`config.mk`:
```
export PLATFORM = sky130hd
export DESIGN_NAME = fsk_byte_port
export DESIGN_NICKNAME = d
export VERILOG_FILES = /design/src/rtl/fsk_byte_pkg.sv /design/src/rtl/fsk_char_rx.sv /design/src/rtl/fsk_stream_out.sv /design/src/rtl/fsk_byte_buf.sv /design/src/rtl/fsk_carrier_hold.sv /design/src/rtl/fsk_byte_port.sv
export SDC_FILE = /design/constraint.sdc
export NUM_CORES = 1
export LEC_CHECK = 0
export BUFFER_PORTS_ARGS = -buffer_cell sky130_fd_sc_hd__buf_2
export CELL_PAD_IN_SITES_DETAIL_PLACEMENT = 0
export CELL_PAD_IN_SITES_GLOBAL_PLACEMENT = 1
export CORE_UTILIZATION = 50
export CTS_BUF_LIST = sky130_fd_sc_hd__clkbuf_8
export DETAILED_ROUTE_END_ITERATION = 12
export GPL_TIMING_DRIVEN = 0
export PLACE_DENSITY = 0.87
export SLEW_MARGIN = 5
export SYNTH_ARGS = -nofsm -noshare
export SYNTH_HDL_FRONTEND = slang
export SYNTH_HIERARCHICAL = 1
export SYNTH_SLANG_ARGS = --single-unit
```
`constraint.sdc`:
```
create_clock -name clk_i -period 5.35 [get_ports clk_i]
set_input_delay 1.07 -clock clk_i [delete_from_list [all_inputs] [get_ports clk_i]]
set_output_delay 1.07 -clock clk_i [all_outputs]
set_load 0.05 [all_outputs]
```
`src/rtl/fsk_byte_pkg.sv`:
```
package fsk_byte_pkg;
  typedef enum logic [1:0] {RX_IDLE, RX_START, RX_DATA, RX_STOP} rx_state_e;

  typedef struct packed {
    logic smp;      // a frame bit was accepted this cycle
    logic val;      // its value
    logic done;     // stop bit sampled
    logic stop_ok;  // stop bit was 1
  } rx_evt_t;
endpackage

```
`src/rtl/fsk_char_rx.sv`:
```
module fsk_char_rx
  import fsk_byte_pkg::*;
#(
  parameter int TICK_DIV = 4,
  parameter int OSR      = 16,
  parameter int DATA_W   = 8
) (
  input  logic              clk_i,
  input  logic              rst_ni,
  input  logic              clr_i,
  input  logic              bit_i,
  output logic              tick_o,
  output rx_evt_t           evt_o,
  output logic [DATA_W-1:0] byte_o
);
  localparam int TW = (TICK_DIV > 1) ? $clog2(TICK_DIV) : 1;
  localparam int PW = $clog2(OSR);
  localparam int IW = (DATA_W > 1) ? $clog2(DATA_W) : 1;
  localparam logic [TW-1:0] T_LAST   = TW'(TICK_DIV - 1);
  localparam logic [PW-1:0] PH_MID   = PW'(OSR / 2 - 1);
  localparam logic [PW-1:0] PH_END   = PW'(OSR - 1);
  localparam logic [IW-1:0] IDX_LAST = IW'(DATA_W - 1);

  logic            s1_q, s2_q, prev_q;
  logic [TW-1:0]   tcnt_q;
  logic [PW-1:0]   ph_q;
  logic [IW-1:0]   idx_q;
  rx_state_e       st_q;

  always_ff @(posedge clk_i or negedge rst_ni) begin
    if (!rst_ni) begin
      s1_q <= 1'b1; s2_q <= 1'b1; prev_q <= 1'b1;
      tcnt_q <= '0; tick_o <= 1'b0;
      ph_q <= '0; idx_q <= '0; st_q <= RX_IDLE;
      evt_o <= '0; byte_o <= '0;
    end else if (clr_i) begin
      s1_q <= 1'b1; s2_q <= 1'b1; prev_q <= 1'b1;
      tcnt_q <= '0; tick_o <= 1'b0;
      ph_q <= '0; idx_q <= '0; st_q <= RX_IDLE;
      evt_o <= '0; byte_o <= '0;
    end else begin
      s1_q   <= bit_i;
      s2_q   <= s1_q;
      tick_o <= (tcnt_q == T_LAST);
      tcnt_q <= (tcnt_q == T_LAST) ? '0 : tcnt_q + 1'b1;
      evt_o  <= '0;
      if (tick_o) begin
        prev_q <= s2_q;
        unique case (st_q)
          RX_IDLE: if (prev_q && !s2_q) begin
            st_q <= RX_START;
            ph_q <= '0;
          end
          RX_START: if (ph_q == PH_MID) begin
            ph_q  <= '0;
            idx_q <= '0;
            if (!s2_q) begin
              st_q      <= RX_DATA;
              evt_o.smp <= 1'b1;
              evt_o.val <= 1'b0;
            end else begin
              st_q <= RX_IDLE;  // glitch, not a start
            end
          end else ph_q <= ph_q + 1'b1;
          RX_DATA: if (ph_q == PH_END) begin
            ph_q      <= '0;
            byte_o    <= {s2_q, byte_o[DATA_W-1:1]};
            evt_o.smp <= 1'b1;
            evt_o.val <= s2_q;
            if (idx_q == IDX_LAST) st_q <= RX_STOP;
            else                   idx_q <= idx_q + 1'b1;
          end else ph_q <= ph_q + 1'b1;
          RX_STOP: if (ph_q == PH_END) begin
            ph_q          <= '0;
            st_q          <= RX_IDLE;
            evt_o.smp     <= 1'b1;
            evt_o.val     <= s2_q;
            evt_o.done    <= 1'b1;
            evt_o.stop_ok <= s2_q;
          end else ph_q <= ph_q + 1'b1;
          default: st_q <= RX_IDLE;
        endcase
      end
    end
  end

  a_r2_done_after_stop: assert property (@(posedge clk_i) disable iff (!rst_ni)
    evt_o.done |-> $past(st_q == RX_STOP));

  a_r2_smp_on_tick: assert property (@(posedge clk_i) disable iff (!rst_ni)
    evt_o.smp |-> $past(tick_o));
endmodule

```
`src/rtl/fsk_stream_out.sv`:
```
module fsk_stream_out
  import fsk_byte_pkg::*;
#(
  parameter int OSR = 16
) (
  input  logic    clk_i,
  input  logic    rst_ni,
  input  logic    clr_i,
  input  logic    tick_i,
  input  rx_evt_t evt_i,
  output logic    sdout_o,
  output logic    sclk_o,
  output logic    sdr_no
);
  localparam int PW = $clog2(OSR);
  localparam logic [PW-1:0] HALF_LAST = PW'(OSR / 2 - 1);
  localparam logic [PW-1:0] FULL_LAST = PW'(OSR - 1);

  logic          tick_d_q;  // aligns tick phase with event cycles
  logic [PW-1:0] hcnt_q, dcnt_q;

  always_ff @(posedge clk_i or negedge rst_ni) begin
    if (!rst_ni) begin
      tick_d_q <= 1'b0; hcnt_q <= '0; dcnt_q <= '0;
      sdout_o <= 1'b1; sclk_o <= 1'b1; sdr_no <= 1'b1;
    end else if (clr_i) begin
      tick_d_q <= 1'b0; hcnt_q <= '0; dcnt_q <= '0;
      sdout_o <= 1'b1; sclk_o <= 1'b1; sdr_no <= 1'b1;
    end else begin
      tick_d_q <= tick_i;
      if (evt_i.smp) begin
        sdout_o <= evt_i.val;
        sclk_o  <= 1'b0;
        hcnt_q  <= '0;
      end else if (tick_d_q && !sclk_o) begin
        if (hcnt_q == HALF_LAST) sclk_o <= 1'b1;
        else                     hcnt_q <= hcnt_q + 1'b1;
      end
      if (evt_i.done && evt_i.stop_ok) begin
        sdr_no <= 1'b0;
        dcnt_q <= '0;
      end else if (tick_d_q && !sdr_no) begin
        if (dcnt_q == FULL_LAST) sdr_no <= 1'b1;
        else                     dcnt_q <= dcnt_q + 1'b1;
      end
    end
  end

  a_r5_dr_after_valid_stop: assert property (@(posedge clk_i) disable iff (!rst_ni)
    $fell(sdr_no) |-> $past(evt_i.done && evt_i.stop_ok));

  a_r4_clk_fall_on_sample: assert property (@(posedge clk_i) disable iff (!rst_ni)
    $fell(sclk_o) |-> $past(evt_i.smp));
endmodule

```
`src/rtl/fsk_byte_buf.sv`:
```
module fsk_byte_buf #(
  parameter int DATA_W = 8
) (
  input  logic              clk_i,
  input  logic              rst_ni,
  input  logic              clr_i,
  input  logic              mode_i,
  input  logic              done_i,
  input  logic              stop_ok_i,
  input  logic [DATA_W-1:0] byte_i,
  input  logic              rclk_i,
  output logic              bdout_o,
  output logic              bdr_o,
  output logic              ovr_o
);
  localparam int IW = (DATA_W > 1) ? $clog2(DATA_W) : 1;
  localparam logic [IW-1:0] PTR_LAST = IW'(DATA_W - 1);

  logic              r1_q, r2_q, r3_q;
  logic [DATA_W-1:0] buf_q;
  logic [IW-1:0]     ptr_q;
  logic              clr_eff, load, rd_rise;

  assign clr_eff = clr_i | ~mode_i;
  assign load    = done_i & stop_ok_i;
  assign rd_rise = r2_q & ~r3_q;

  always_ff @(posedge clk_i or negedge rst_ni) begin
    if (!rst_ni) begin
      r1_q <= 1'b0; r2_q <= 1'b0; r3_q <= 1'b0;
      buf_q <= '0; ptr_q <= '0; bdr_o <= 1'b0; ovr_o <= 1'b0;
    end else if (clr_eff) begin
      r1_q <= 1'b0; r2_q <= 1'b0; r3_q <= 1'b0;
      buf_q <= '0; ptr_q <= '0; bdr_o <= 1'b0; ovr_o <= 1'b0;
    end else begin
      r1_q <= rclk_i;
      r2_q <= r1_q;
      r3_q <= r2_q;
      if (load) begin
        // load has priority over a read edge in the same cycle
        buf_q <= byte_i;
        ptr_q <= '0;
        bdr_o <= 1'b1;
        ovr_o <= ovr_o | bdr_o;
      end else if (bdr_o && rd_rise) begin
        if (ptr_q == PTR_LAST) begin
          bdr_o <= 1'b0;
          ptr_q <= '0;
        end else ptr_q <= ptr_q + 1'b1;
      end
    end
  end

  assign bdout_o = bdr_o ? buf_q[ptr_q] : 1'b1;

  a_r6_dr_release: assert property (@(posedge clk_i) disable iff (!rst_ni)
    (bdr_o && rd_rise && ptr_q == PTR_LAST && !load && !clr_eff) |=> !bdr_o);

  a_r7_ovr_sticky: assert property (@(posedge clk_i) disable iff (!rst_ni)
    (ovr_o && !clr_eff) |=> ovr_o);
endmodule

```
`src/rtl/fsk_carrier_hold.sv`:
```
module fsk_carrier_hold #(
  parameter int CD_HOLD_TICKS = 160
) (
  input  logic clk_i,
  input  logic rst_ni,
  input  logic clr_i,
  input  logic tick_i,
  input  logic carrier_i,
  output logic act_o
);
  localparam int CW = $clog2(CD_HOLD_TICKS + 1);
  localparam logic [CW-1:0] HOLD = CW'(CD_HOLD_TICKS);

  logic [CW-1:0] cnt_q;

  always_ff @(posedge clk_i or negedge rst_ni) begin
    if (!rst_ni) begin
      cnt_q <= '0; act_o <= 1'b0;
    end else if (clr_i) begin
      cnt_q <= '0; act_o <= 1'b0;
    end else if (carrier_i) begin
      cnt_q <= HOLD; act_o <= 1'b1;
    end else if (act_o) begin
      if (cnt_q == '0) act_o <= 1'b0;
      else if (tick_i) cnt_q <= cnt_q - 1'b1;
    end
  end

  a_r8_cd_on: assert property (@(posedge clk_i) disable iff (!rst_ni)
    (carrier_i && !clr_i) |=> act_o);
endmodule

```
`src/rtl/fsk_byte_port.sv`:
```
module fsk_byte_port
  import fsk_byte_pkg::*;
#(
  parameter int TICK_DIV      = 4,
  parameter int OSR           = 16,
  parameter int DATA_W        = 8,
  parameter int CD_HOLD_TICKS = 160
) (
  input  logic clk_i,
  input  logic rst_ni,
  input  logic mode_i,
  input  logic en_i,
  input  logic pdn_i,
  input  logic carrier_i,
  input  logic bit_i,
  input  logic rclk_i,
  output logic dout_o,
  output logic bclk_o,
  output logic bclk_oe_o,
  output logic dr_no,
  output logic cd_no,
  output logic ovr_o
);
  logic              gate, tick;
  rx_evt_t           evt;
  logic [DATA_W-1:0] rx_byte;
  logic              sdout, sclk, sdr_n;
  logic              bdout, bdr, bovr;
  logic              cd_act;

  assign gate = ~en_i | pdn_i;

  fsk_char_rx #(.TICK_DIV(TICK_DIV), .OSR(OSR), .DATA_W(DATA_W)) u_rx (
    .clk_i, .rst_ni, .clr_i(gate), .bit_i,
    .tick_o(tick), .evt_o(evt), .byte_o(rx_byte)
  );

  fsk_stream_out #(.OSR(OSR)) u_stream (
    .clk_i, .rst_ni, .clr_i(gate), .tick_i(tick), .evt_i(evt),
    .sdout_o(sdout), .sclk_o(sclk), .sdr_no(sdr_n)
  );

  fsk_byte_buf #(.DATA_W(DATA_W)) u_buf (
    .clk_i, .rst_ni, .clr_i(gate), .mode_i,
    .done_i(evt.done), .stop_ok_i(evt.stop_ok), .byte_i(rx_byte), .rclk_i,
    .bdout_o(bdout), .bdr_o(bdr), .ovr_o(bovr)
  );

  fsk_carrier_hold #(.CD_HOLD_TICKS(CD_HOLD_TICKS)) u_cd (
    .clk_i, .rst_ni, .clr_i(gate), .tick_i(tick), .carrier_i, .act_o(cd_act)
  );

  always_comb begin
    if (gate || !cd_act) dout_o = 1'b1;
    else if (mode_i)     dout_o = bdout;
    else                 dout_o = sdout;
  end

  assign bclk_o    = (gate || mode_i) ? 1'b1 : sclk;
  assign bclk_oe_o = ~mode_i;
  assign dr_no     = gate ? 1'b1 : (mode_i ? ~bdr : sdr_n);
  assign cd_no     = gate ? 1'b1 : ~cd_act;
  assign ovr_o     = gate ? 1'b0 : bovr;

  a_r1_gate_clears: assert property (@(posedge clk_i) disable iff (!rst_ni)
    gate |=> (!bdr && !bovr && !cd_act && sdr_n));

  a_r9_dout_high_no_cd: assert property (@(posedge clk_i) disable iff (!rst_ni)
    cd_no |-> dout_o);
endmodule

```
==> impl_metrics.csv, run 1 <==
group,metric,value,unit
logic_synthesis,synth.distinct_cells,66,
die,ios,14,
timing,rsz0062_at_grt,"false",
routing,route.detailed.drc,0,
global_routing,grt_pass1_vias,2063,
clocking,clockBufferDepth,2,
place,portBuffers,13,
critical_path,cp_common_cell,"buf_2",
logic_synthesis,synth_edf_count,0,
critical_path,cp-start-kind,"input port",
critical_path,regToRegEndpoint,"u_cd/cnt_q[7]",
place,place.gp.congestion,0.830,
min_path,hold_end,"u_rx/tcnt_q[0]",
routing,vias,2222,
min_path,hold_path_class,"reg -> reg",
die,die_height,81.8,um
global_routing,overflow,0,
die,start_util,52.8,%
clocking,cts_tree,"yes",
die,die_area,0.00669,mm2
logic_synthesis,yosysSeqAreaShare,50.6,%
timing,slew_headroom,26.8,%
timing,setup_viol,0,
critical_path,critPathMaxStageDelay,0.34,ns
logic_synthesis,synth-seq-cells,64,
die,rows,28,
timing,hold_viol,0,
critical_path,worstPathMaxFanout,20,
critical_path,r2r_slack,3.29,ns
critical_path,cp_top_family,"buffers and inverters",
flow_run,drv_cap,0,
critical_path,cp_slowest_cell,"or3_1",
logic_synthesis,synth_cells,287,
timing,skew,0.00893,ns
timing,finalCritPeriodShare,58.1,%
global_routing,antenna_found_initial,0,
routing,viasPerCell,5.68,
global_routing,grt_max_degree,65,
power_and_ir_drop,p_total,880,uW
critical_path,crit_arrival,2.04,ns
timing,tightestPinTransition,1.08,ns
timing,period_needed,3.11,ns
min_path,hold_depth,1,
place,hpwlAfterDp,3740,um
routing,wire_per_inst,14.0,um
clocking,clkTransAtPathRegs,0.07,ns
clocking,clkLatencyLatePin,0.34,ns
cells_and_area,diodes,0,
timing,slew_violations,0,
logic_synthesis,async_reset_ff_share,100,%
cells_and_area,final_layout_size_suffix_gt1_share,20.9,%
cells_and_area,mostFrequentLayoutCell,"dfrtp_1",
critical_path,path_class,"in -> out",
critical_path,critPathCaptureType,"output port",
logic_synthesis,ys.flop_type,"dfrtp_1",
global_routing,grt_pass1_wl,9310,um
cells_and_area,nets,328,
logic_synthesis,syn-num-nets,304,
cells_and_area,syn_to_final_growth,10.5,%
logic_synthesis,syn_area,0.00318,mm2
critical_path,reg2reg_from,"u_rx/tick_o",
clocking,htree_levels,3,
outcome,status,"finished, final reports clean",
critical_path,cp_num_buf_inv,3,
routing,drt_iter0_drc,120,
routing,first_pass_iters,4,
clocking,post_cts_resized,0,
die,core,0.00603,mm2
critical_path,cp.required,4.28,ns
timing,setup-tns-final,0,ns
min_path,hp-start,"u_rx/tcnt_q[0]",
cells_and_area,layout_common_cells,"dfrtp_1, nor2_1, mux2i_1",
critical_path,crit_chain,"buf_2, nor2b_4, inv_2, or3_1, buf_2",
power_and_ir_drop,leakage,0.00159,uW
clocking,cts.sinks,64,
logic_synthesis,syn_area_per_cell,11.1,um2
routing,ant_nets,0,
power_and_ir_drop,power_density,251,mW/mm2
power_and_ir_drop,ir_drop,121,uV
clocking,cts.hold.buffers_added,0,
clocking,cts_buffers,9,
clocking,root_buffer,"clkbuf_8",
logic_synthesis,synth_warnings,6,
global_routing,grt_usage,18.6,%
critical_path,rr_worst_depth,3,
die,die_w,81.8,um
routing,wl,5480,um
clocking,cts_setup_buffers,0,
timing,fmax,322,MHz
routing by layer:
layer | wire (um) | global-route usage (%) | vias to the layer above
li1 | - | - | 1093
met1 | 2730 | 25.3 | 1079
met2 | 2430 | 27.4 | 40
met3 | 200 | 5.11 | 10
met4 | 115 | 8.95 | 0
met5 | 0 | 0 | -
registers in the layout (all words and copies together), names as in the netlist, 2 cells and up:
| name | count |
|---|---|
| u_rx/ph_q | 4 |
| u_stream/hcnt_q | 4 |
| u_rx/st_q | 2 |
| u_stream/dcnt_q | 4 |
| u_buf/ptr_q | 3 |
| u_rx/idx_q | 3 |
| u_rx/byte_o | 8 |
| u_rx/tcnt_q | 2 |
| u_rx/evt_o | 4 |
| u_cd/cnt_q | 8 |
| u_buf/buf_q | 8 |
cell type report:
class                      count  area [um2]
timing repair buffer          13        67.6
fill                         520        2510
sequential                    64        1610
inverter                       9        33.8
clock inverter                 7        47.5
buffer                        11        78.8
tap                           75        93.8
clock buffer                   9         124
multi-input combinational    203        1460
how the worst max path moves through the flow:
stage,from,endpoint,slack [ns],depth (start not counted)
after floorplan,mode_i,dr_no,2.14,2
after global placement,pdn_i,bclk_o,2.24,5
after detailed placement,pdn_i,bclk_o,2.23,5
after CTS,pdn_i,bclk_o,2.23,5
after global routing,pdn_i,bclk_o,2.16,5
final,pdn_i,bclk_o,2.24,5
cell families after synthesis:
| logic type | share of synthesized area [%] |
|---|---|
| flops | 50.6 |
| buf+inv | 3.54 |
| xor+xnor | 0.551 |
| simple gates | 20.5 |
| fa+ha+maj | 3.54 |
| compound gates | 14.2 |
| mux | 7.08 |
power by group:
| part | total [uW] | switching [uW] | internal, uW |
|---|---|---|---|
| sequential | 488 | 1.77 | 487 |
| clock | 357 | 189 | 167 |
| combinational | 35.5 | 26.0 | 9.50 |
| total | 880 | 217 | 663 |
stage by stage:
step / cell area, um2 / worst slack (ns) / util, % / std cells / hold slack [ns]
2_1_floorplan: 3180 / 2.14 / - / 287 / 0.403
3_3_place_gp: 3340 / 2.24 / 55.4 / 375 / 0.423
3_5_place_dp: 3340 / 2.23 / 55.5 / 375 / 0.428
4_1_cts: 3510 / 2.23 / 58.3 / 391 / 0.443
5_1_grt: 3510 / 2.16 / 58.3 / 391 / 0.476
6_report: 3510 / 2.24 / 58.3 / 391 / 0.437
cells in the mapped netlist, types with 2 or more instances:
master    count  area share (%)
or2_2         4            0.79
o21ai_0       8             1.3
or3_1         5            0.98
nor3_1        6            0.94
ha_1          9             3.5
mux2i_1      18             5.7
o2111a_1      2            0.71
nor2b_1      10             2.0
nor2_1       19             2.2
dfrtp_1      58              46
dfstp_2       6             5.0
nor4b_1       2            0.55
and3_1        4            0.79
a311oi_1      2            0.55
nand2_1      12             1.4
and2b_1       2            0.47
nor3_2        2            0.63
nand3b_1      5             1.2
nand2b_1      6             1.2
o31ai_1       4            0.94
buf_2         5            0.79
a211o_1       3            0.83
a21oi_1      17             2.7
nand3_1       8             1.3
inv_1         8            0.94
o211ai_1      4            0.94
and2_1        5            0.98
a22o_1       11             3.0
a31oi_1       2            0.39
buf_6         4             1.4
No activity file was read; power rests on OpenSTA's default activity.
==> run 2, diff against run 1 <==
--- a/config.mk
+++ b/config.mk
@@ -5,14 +5,15 @@
 export SDC_FILE = /design/constraint.sdc
 export NUM_CORES = 1
 export LEC_CHECK = 0
+export ABC_AREA = 1
 export BUFFER_PORTS_ARGS = -buffer_cell sky130_fd_sc_hd__buf_2
 export CELL_PAD_IN_SITES_DETAIL_PLACEMENT = 0
 export CELL_PAD_IN_SITES_GLOBAL_PLACEMENT = 1
-export CORE_UTILIZATION = 50
+export CORE_UTILIZATION = 48
 export CTS_BUF_LIST = sky130_fd_sc_hd__clkbuf_8
 export DETAILED_ROUTE_END_ITERATION = 12
 export GPL_TIMING_DRIVEN = 0
-export PLACE_DENSITY = 0.87
+export PLACE_DENSITY = 0.89
 export SLEW_MARGIN = 5
 export SYNTH_ARGS = -nofsm -noshare
 export SYNTH_HDL_FRONTEND = slang
==> constraint.sdc (replaced) <==
create_clock -name clk_i -period 3 [get_ports clk_i]
set_input_delay 0.6 -clock clk_i [delete_from_list [all_inputs] [get_ports clk_i]]
set_output_delay 0.6 -clock clk_i [all_outputs]
set_load 0.05 [all_outputs]
==> run 2 against run 1 <==
  * Highest routed layer unchanged
  * Non-clock buffer count fell by 5
  * Clock skew rose by 0.0022 ns
  * Critical path depth rose by 5
  * Via count rose by 23%
  * Hold slack got worse by 0.12 ns
  * Largest power group is now the clock network
  * Sequential power rose by 82%
  * Critical endpoint is now dout_o
  * Cell count rose by 42%
  * Die area rose by 12%
==> impl_metrics.csv, run 2 <==
group,metric,value,unit
logic_synthesis,synth_area_leaders,"dfrtp_1, nand2_1, nand3_1",
global_routing,grt_pass1_vias,2577,
logic_synthesis,synth_edf_count,0,
clocking,cts.sinks,64,
critical_path,cp.required,2.40,ns
die,die_area,0.00750,mm2
power_and_ir_drop,power_density,509,mW/mm2
clocking,root_buffer,"clkbuf_8",
logic_synthesis,synth_common_cells,"nand2_1, dfrtp_1, nand3_1, inv_1, nor2_1",
critical_path,crit_arrival,1.74,ns
logic_synthesis,synth_cells,432,
critical_path,path_class,"reg -> out",
global_routing,overflow,0,
clocking,cts_buffers,9,
die,die_height,86.6,um
global_routing,grt_usage,19.4,%
routing,first_pass_iters,4,
timing,setup-tns-final,0,ns
timing,hold_viol,0,
routing,drt_iter0_drc,137,
critical_path,critPathCaptureType,"output port",
place,place_area,0.00362,mm2
routing,wl,6370,um
cells_and_area,finish.instance_area,0.00388,mm2
logic_synthesis,syn_area_per_cell,7.95,um2
logic_synthesis,syn_area,0.00344,mm2
cells_and_area,seqCellArea,0.00161,mm2
die,rows,30,
cells_and_area,nets,473,
place,portBuffers,13,
cells_and_area,syn_to_final_growth,12.8,%
timing,finalWorstSetupSlack,0.665,ns
logic_synthesis,synth_warnings,6,
critical_path,cp-start-kind,"register",
timing,rsz0062_at_grt,"false",
cells_and_area,multi_input_area,0.00156,mm2
cells_and_area,nFillCells,654,
clocking,clkTransAtPathRegs,0.08,ns
routing,ant_nets,0,
routing,vias,2740,
logic_synthesis,synth_top_area_share,42.2,%
timing,slew_violations,0,
clocking,post_cts_resized,0,
timing,period_needed,2.34,ns
outcome,status,"finished, final reports clean",
cells_and_area,layout_common_cells,"nand2_1, dfrtp_1, nand3_1",
place,hpwlAfterDp,4500,um
timing,setup_viol,0,
place,dp_slack,1.02,ns
power_and_ir_drop,p_total,1970,uW
logic_synthesis,async_reset_ff_share,100,%
cells_and_area,reg_top3,"u_buf/buf_q: 8 flops, u_cd/cnt_q: 8 flops, u_rx/byte_o: 8 flops",
clocking,cts.hold.buffers_added,0,
logic_synthesis,synth.distinct_cells,38,
routing,wire_per_inst,11.4,um
clocking,htree_levels,3,
flow_run,drv_cap,0,
clocking,cts_tree,"yes",
cells_and_area,mostFrequentLayoutCell,"nand2_1",
power_and_ir_drop,leakage,0.00190,uW
clocking,cts_setup_buffers,0,
logic_synthesis,yosysMostFrequentCell,"nand2_1",
die,ios,14,
die,start_util,50.0,%
critical_path,worstPathMaxFanout,7,
logic_synthesis,synth-seq-cells,64,
global_routing,grt_pass1_wl,11400,um
logic_synthesis,yosysSeqAreaShare,46.8,%
timing,finalCritPeriodShare,77.8,%
cells_and_area,final_layout_size_suffix_gt1_share,18.9,%
clocking,clockBufferDepth,2,
logic_synthesis,ys.flop_type,"dfrtp_1",
min_path,hold_path_class,"in -> async",
timing,skew,0.0112,ns
timing,fmax,428,MHz
global_routing,antenna_found_initial,0,
timing,slew_headroom,47.5,%
logic_synthesis,syn-num-nets,449,
power_and_ir_drop,ir_drop,252,uV
routing,viasPerCell,4.92,
place,place.gp.congestion,0.863,
cells_and_area,diodes,0,
critical_path,rr_worst_depth,9,
timing,tightestPinTransition,0.787,ns
clocking,clkLatencyLatePin,0.34,ns
critical_path,reg2reg_from,"u_cd/cnt_q[0]",
die,core,0.00687,mm2
critical_path,r2r_slack,1.41,ns
die,die_w,86.6,um
logic_synthesis,synth_area_leader_cell,"dfrtp_1",
routing,route.detailed.drc,0,
critical_path,regToRegEndpoint,"u_cd/cnt_q[4]",
global_routing,grt_max_degree,65,
-- run 2: cell types whose count changed in the layout (fill, tap and decap cells not counted), sizes merged, moves of 11 or more --
cell   change
a22o      -11
inv       +49
mux2i     -18
nand2    +115
nand3     +47
nor2      +33
nor2b     -12
o21ai     +16
-- run 2: final cells by class --
cell class | instances | share of cell area, %
buffer | 6 | 1.13
clock buffer | 10 | 3.55
clock inverter | 6 | 2.97
inverter | 59 | 5.78
multi-input combinational | 303 | 40.2
sequential | 64 | 41.5
tap | 96 | 3.10
timing repair buffer | 13 | 1.74
-- run 2: how the worst max path moves through the flow --
| stage | startpoint | end | slack [ns] | depth (start not counted) |
|---|---|---|---|---|
| detailed placement | pdn_i | u_rx/st_q[0] | 1.02 | 10 |
| global route | u_buf/ptr_q[0] | dout_o | 0.51 | 10 |
| CTS | u_buf/ptr_q[0] | dout_o | 0.62 | 10 |
| global placement | u_buf/ptr_q[0] | dout_o | 1.02 | 10 |
| floorplan | pdn_i | ovr_o | 0.93 | 3 |
| finish | u_buf/ptr_q[0] | dout_o | 0.66 | 10 |
-- run 2: metal layers --
| layer | routed length, um | part of all wire (%) | global-route usage [%] | up-vias |
|---|---|---|---|---|
| li1 | - | - | - | 1425 |
| met1 | 3290 | 52 | 25.7 | 1276 |
| met2 | 2850 | 45 | 30.5 | 33 |
| met3 | 161 | 2.5 | 5.43 | 6 |
| met4 | 76 | 1.2 | 7.12 | 0 |
| met5 | 0 | 0 | 0 | - |
-- run 2: worst max-delay path: stages, from the launching register on --
cell     delay [ns]
dfrtp_1        0.46
inv_1          0.18
nand2_1        0.07
nand3_1        0.06
nand3_1        0.09
nand3_1        0.10
inv_1          0.04
nand2_1        0.05
nand2_1        0.05
nand2_1        0.05
buf_2          0.25
-- run 2: through the flow --
step,cells,hold slack (ns),utilization [%]
2_1_floorplan,432,0.304,-
3_5_place_dp,541,0.426,52.8
4_1_cts,557,0.357,56.4
6_report,557,0.318,56.4
3_3_place_gp,541,0.415,52.7
5_1_grt,557,0.389,56.4
-- run 2: kinds of logic after synthesis --
family          after synthesis  synth area share [%]
compound gates               45                  7.98
xor+xnor                      1                 0.255
fa+ha+maj                     9                  3.28
buf+inv                      65                  7.79
flops                        64                  46.8
simple gates                248                  33.9
-- run 2: power breakdown --
part	internal [uW]	leakage, uW	switching [uW]
clock network	579	0.000123	349
logic	47.0	0.000908	108
registers	877	0.000868	13.5
